===== config.mk =====
export PLATFORM = sky130hd
export DESIGN_NAME = sci_irq_combiner
export DESIGN_NICKNAME = d
export VERILOG_FILES = /design/src/rtl/sci_irq_pkg.sv /design/src/rtl/sci_flag_bank.sv /design/src/rtl/sci_irq_gate.sv /design/src/rtl/sci_pwr_fsm.sv /design/src/rtl/sci_irq_combiner.sv
export SDC_FILE = /design/constraint.sdc
export NUM_CORES = 1
export LEC_CHECK = 0
export BUFFER_PORTS_ARGS = -buffer_cell sky130_fd_sc_hd__buf_2
export CAP_MARGIN = 20
export CELL_PAD_IN_SITES_DETAIL_PLACEMENT = 0
export CELL_PAD_IN_SITES_GLOBAL_PLACEMENT = 1
export CORE_MARGIN = 4
export CORE_UTILIZATION = 30
export DETAILED_ROUTE_END_ITERATION = 10
export HOLD_SLACK_MARGIN = 0.06
export PLACE_DENSITY = 0.71
export REMOVE_ABC_BUFFERS = 1
export SETUP_SLACK_MARGIN = 0.4
export SLEW_MARGIN = 20
export SYNTH_ARGS = -nofsm -noshare
export SYNTH_HDL_FRONTEND = slang
export SYNTH_SLANG_ARGS = --single-unit

===== constraint.sdc =====
create_clock -name clk -period 1.3 [get_ports clk]
set_input_delay 0.195 -clock clk [delete_from_list [all_inputs] [get_ports clk]]
set_output_delay 0.195 -clock clk [all_outputs]
set_load 0.1 [all_outputs]

===== src/rtl/sci_irq_pkg.sv =====
package sci_irq_pkg;
    localparam int NUM_EVT = 6;
    localparam int NUM_EN  = 5;

    typedef enum logic [1:0] {
        MODE_RUN  = 2'd0,
        MODE_WAIT = 2'd1,
        MODE_HALT = 2'd2
    } pwr_mode_e;

    // enable index that gates a given event flag
    function automatic int en_index(input int evt);
        case (evt)
            0:       return 0;
            1:       return 1;
            2, 3:    return 2;
            4:       return 3;
            default: return 4;
        endcase
    endfunction
endpackage


===== src/rtl/sci_flag_bank.sv =====
module sci_flag_bank #(
    parameter int NUM_EVT = 6,
    parameter int NUM_EN  = 5
) (
    input  logic               clk,
    input  logic               rst_n,
    input  logic               frozen,
    input  logic [NUM_EVT-1:0] evt_set,
    input  logic [NUM_EVT-1:0] evt_clr,
    input  logic               en_wr,
    input  logic [NUM_EN-1:0]  en_wdata,
    output logic [NUM_EVT-1:0] flags,
    output logic [NUM_EN-1:0]  enables
);
    always_ff @(posedge clk or negedge rst_n) begin
        if (!rst_n) begin
            flags   <= '0;
            enables <= '0;
        end else if (!frozen) begin
            flags <= evt_set | (flags & ~evt_clr);
            if (en_wr) begin
                enables <= en_wdata;
            end
        end
    end

    AST_SET_WINS: assert property (@(posedge clk) disable iff (!rst_n)
        (!frozen && evt_set[0] && evt_clr[0]) |=> flags[0]);
    AST_FROZEN_FLAGS: assert property (@(posedge clk) disable iff (!rst_n)
        frozen |=> $stable(flags));
    AST_FROZEN_EN: assert property (@(posedge clk) disable iff (!rst_n)
        frozen |=> $stable(enables));
endmodule


===== src/rtl/sci_irq_gate.sv =====
module sci_irq_gate #(
    parameter int NUM_EVT = 6,
    parameter int NUM_EN  = 5
) (
    input  logic               clk,
    input  logic               rst_n,
    input  logic               frozen,
    input  logic               glob_mask,
    input  logic [NUM_EVT-1:0] flags,
    input  logic [NUM_EN-1:0]  enables,
    output logic               any_enabled,
    output logic               irq
);
    import sci_irq_pkg::*;

    logic [NUM_EVT-1:0] gated;

    for (genvar g = 0; g < NUM_EVT; g++) begin : g_gate
        assign gated[g] = flags[g] & enables[en_index(g)];
    end

    assign any_enabled = |gated;

    always_ff @(posedge clk or negedge rst_n) begin
        if (!rst_n) begin
            irq <= 1'b0;
        end else if (!frozen) begin
            irq <= any_enabled & ~glob_mask;
        end
    end

    AST_MASK_BLOCKS: assert property (@(posedge clk) disable iff (!rst_n)
        (!frozen && glob_mask) |=> !irq);
    AST_NO_SOURCE_NO_IRQ: assert property (@(posedge clk) disable iff (!rst_n)
        (!frozen && flags == '0) |=> !irq);
    AST_FROZEN_IRQ: assert property (@(posedge clk) disable iff (!rst_n)
        frozen |=> $stable(irq));
endmodule


===== src/rtl/sci_pwr_fsm.sv =====
module sci_pwr_fsm (
    input  logic       clk,
    input  logic       rst_n,
    input  logic       wait_enter,
    input  logic       halt_enter,
    input  logic       halt_exit,
    input  logic       any_enabled,
    output logic       frozen,
    output logic       wake,
    output logic [1:0] mode
);
    import sci_irq_pkg::*;

    pwr_mode_e state_q, state_d;

    always_comb begin
        state_d = state_q;
        unique case (state_q)
            MODE_RUN: begin
                if (halt_enter)      state_d = MODE_HALT;
                else if (wait_enter) state_d = MODE_WAIT;
            end
            MODE_WAIT: begin
                if (halt_enter)       state_d = MODE_HALT;
                else if (any_enabled) state_d = MODE_RUN;
            end
            MODE_HALT: begin
                if (halt_exit) state_d = MODE_RUN;
            end
            default: state_d = MODE_RUN;
        endcase
    end

    always_ff @(posedge clk or negedge rst_n) begin
        if (!rst_n) state_q <= MODE_RUN;
        else        state_q <= state_d;
    end

    always_comb begin
        frozen = (state_q == MODE_HALT);
        wake   = (state_q == MODE_WAIT) && any_enabled;
        mode   = state_q;
    end

    AST_WAKE_ONLY_IN_WAIT: assert property (@(posedge clk) disable iff (!rst_n)
        wake |-> (mode == 2'd1));
    AST_WAKE_RETURNS_RUN: assert property (@(posedge clk) disable iff (!rst_n)
        (wake && !halt_enter) |=> (mode == 2'd0));
    AST_HALT_STICKY: assert property (@(posedge clk) disable iff (!rst_n)
        (frozen && !halt_exit) |=> frozen);
    AST_HALT_ENTRY: assert property (@(posedge clk) disable iff (!rst_n)
        halt_enter |=> frozen);
endmodule


===== src/rtl/sci_irq_combiner.sv =====
module sci_irq_combiner #(
    parameter int NUM_EVT = sci_irq_pkg::NUM_EVT,
    parameter int NUM_EN  = sci_irq_pkg::NUM_EN
) (
    input  logic               clk,
    input  logic               rst_n,
    input  logic [NUM_EVT-1:0] evt_set,
    input  logic [NUM_EVT-1:0] evt_clr,
    input  logic               en_wr,
    input  logic [NUM_EN-1:0]  en_wdata,
    input  logic               glob_mask,
    input  logic               wait_enter,
    input  logic               halt_enter,
    input  logic               halt_exit,
    output logic               irq_o,
    output logic               wake_o,
    output logic [NUM_EVT-1:0] flags_o,
    output logic [1:0]         mode_o,
    output logic               pause_o
);
    logic              frozen;
    logic              any_enabled;
    logic [NUM_EN-1:0] enables;

    sci_flag_bank #(.NUM_EVT(NUM_EVT), .NUM_EN(NUM_EN)) u_bank (
        .clk(clk), .rst_n(rst_n), .frozen(frozen),
        .evt_set(evt_set), .evt_clr(evt_clr),
        .en_wr(en_wr), .en_wdata(en_wdata),
        .flags(flags_o), .enables(enables)
    );

    sci_irq_gate #(.NUM_EVT(NUM_EVT), .NUM_EN(NUM_EN)) u_gate (
        .clk(clk), .rst_n(rst_n), .frozen(frozen), .glob_mask(glob_mask),
        .flags(flags_o), .enables(enables),
        .any_enabled(any_enabled), .irq(irq_o)
    );

    sci_pwr_fsm u_fsm (
        .clk(clk), .rst_n(rst_n),
        .wait_enter(wait_enter), .halt_enter(halt_enter), .halt_exit(halt_exit),
        .any_enabled(any_enabled),
        .frozen(frozen), .wake(wake_o), .mode(mode_o)
    );

    assign pause_o = frozen;

    AST_PAUSE_MATCHES_HALT: assert property (@(posedge clk) disable iff (!rst_n)
        pause_o |-> (mode_o == 2'd2));
endmodule


==> out/qor.csv <==
metric;value;unit
yosys_warnings;0;
gp_congestion;0.704;
drc;0;
synth_cell_types;17;
yosys-top-cells-area;dfrtp_1 (57%), mux2_4 (12%), a22o_1 (9.9%);
portBuffers;34;
htreeDepth;1;
placed_cells;120;
drive_gt1_share;70.8;%
diodes;0;
fillers;164;
nets;132;
violations;negative setup slack;
io_pins;35;
clk_latency;0.27;ns
drv_cap;0;
dr.first_iter.drc_count;3;
multi_input_area;288;µm²
synth_top_cell_by_area;dfrtp_1;
cts-buffers-inserted;3;
ff2ff_path_depth;5;
status;complete, but fails checks;
synth-xor-area-share;0;%
dieWidth;53.4;µm
cts_sinks;14;
r2r_end;u_gate.irq$_DFFE_PN0P_;
synthTopCellsByCount;dfrtp_1 (14), a22o_1 (7), nand2_1 (6);
whs_endpoint;u_fsm.mode[0]$_DFFE_PN0P_;
cp-start-kind;flop;
dr.pass1.iters;2;
critical_path_arrival;1.39;ns
drv_slew;0;
netlist_instances;47;
synth.cell_area;618;µm²
cp-end-kind;output port;
post-route-worst-setup-slack;-0.287;ns
cp.required;1.11;ns
min_path_type;input pin to flop;
finalNonFillerCells;133;
power_leakage;0.636;nW
post-route-util;64.3;%
final_area;1260;µm²
hold_ws;0.0845;ns
yosys.area_share.adder;0;%
layout-area-overhead-vs-synth;104;%
clkSlewWorstSetupHoldPaths;0.08;ns
syn_avg_cell_area;13.2;µm²
grt_pass1_wl;2.88;mm
synth_compound_area_share;15.6;%
fin_setup_tns;-0.287;ns
max_slew.worst_pin.slew;0.301;ns
synth_top_family_by_area;compound AO/OA/AOI/OAI gates;
whs_path_depth;2;
switching_share;43.0;%
synthMuxAreaShare;12.1;%
hold_violations;0;
total_power;2.28;mW
cts_tree;yes;
clock_path_buffers;2;
dp_hpwl;1.26;mm
ys_seq_elements;14;
p_sw;979;µW
r2r_start;u_bank.enables[3]$_DFFE_PN0P_;
pwr-share-seq;26.8;%
synth_ff_type;dfrtp_1;
finalCritPeriodShare;122;%
synth_seq_area_share;56.7;%
synth.top_cell.area_share;56.7;%
wl;1.67;mm
place_area;1040;µm²
power_density;1810;nW/µm²
postRouteAntennaNets;0;
routedWlPerCell;12.6;µm
vdd.ir_drop.worst;0.000929;V
slew-limit-headroom;79.9;%
grt_max_degree;15;
grt_pass1_vias;654;
p_comb_share;62.8;%
viasPerCell;4.52;
power.share.clock;10.3;%
async_reset_ff_share;100;%
path_max_fanout;2;
antenna_found_initial;0;
worstSetupStartpoint;u_bank.enables[3]$_DFFE_PN0P_;
pre_cts_ws;-0.106;ns
dieHeight;53.4;µm
register_area;350;µm²
yosysMostFrequentCell;dfrtp_1;
ctsRootBufferMaster;clkbuf_4;
track_usage;14.4;%
rsz0062_at_grt;true;
p_int;1.30;mW
skew;0.00240;ns
fmax;630;MHz
setup_viol;1;
synth_edf_count;0;
rows;16;
start_util;31.5;%
fin_crit;1.59;ns
ff2ff_setup_slack;0.03;ns
gr-total-overflow;0;
critPathKind;flop to output port;
die-area;2850;µm²
hp-start;halt_enter;
num_vias;601;
core_area;1960;µm²
synthSimpleGateAreaFrac;12.6;%
-- power groups by stage --
stage | logic (mW) | clock network (mW) | registers (mW)
3_5_place_dp | 1.22 | 0 | 0.590
3_3_place_gp | 1.21 | 0 | 0.585
2_1_floorplan | 0.261 | 0 | 1.03
6_report | 1.43 | 0.236 | 0.612
4_1_cts | 1.42 | 0.240 | 0.605
5_1_grt | 1.50 | 0.264 | 0.625
-- worst max-delay path by stage --
stage / endpoint / slack [ns] / cells after the start
after floorplan: u_gate.irq$_DFFE_PN0P_ / -0.99 / 4
after global placement: wake_o / -0.08 / 4
after detailed placement: wake_o / -0.11 / 4
after CTS: wake_o / -0.26 / 4
after global routing: wake_o / -0.34 / 4
final: wake_o / -0.29 / 4
-- logic make-up after synthesis --
family | Yosys count
and+or+nand+nor | 13
DFF | 14
muxes | 5
buffers and inverters | 3
AOI/OAI and AO/OA | 12
-- layer usage --
metal,vias to the layer above,share of wire [%],track usage (%)
met5,-,0,0
met1,279,43,18.1
li1,293,-,-
met3,2,7.1,1.41
met2,27,49,23.5
met4,0,1.1,8.94
-- sequential cells by signal (all words and copies together), names as in the netlist --
signal and flops:
u_fsm.mode 2, u_bank.flags 6, u_bank.enables 5, u_gate.irq 1
-- critical path: stages, from the launching register on --
cell and delay, ns:
dfrtp_1 0.40, a22oi_2 0.23, nand3_1 0.11, and3b_1 0.19, buf_6 0.18
-- timing repair --
item,CTS,global route
pin swaps,4,1
hold endpoints to repair,14,0
hold buffers,1,0
gates cloned,1,0
setup endpoints to repair,25,25
gates resized for setup,31,3
buffers inserted,7,1
-- cell type report --
class,instances,share of cell area (%)
Timing Repair Buffer,57,44.2
Inverter,2,0.793
Multi-Input combinational cell,30,22.8
Sequential cell,14,27.8
Clock buffer,3,1.78
Tap cell,27,2.68
-- layout by cell type, fill, tap and decap left out, drive strengths merged --
master	instances
dlygate4sd3	1
nor2	1
and2b	1
a41oi	1
a22o	7
nand2	7
nor3	1
nand2b	1
o21ai	1
a22oi	2
nand3	1
and3b	1
buf	56
mux2	5
clkbuf	3
dfrtp	14
inv	2
o22ai	1
(Power assumes the default switching activity.)
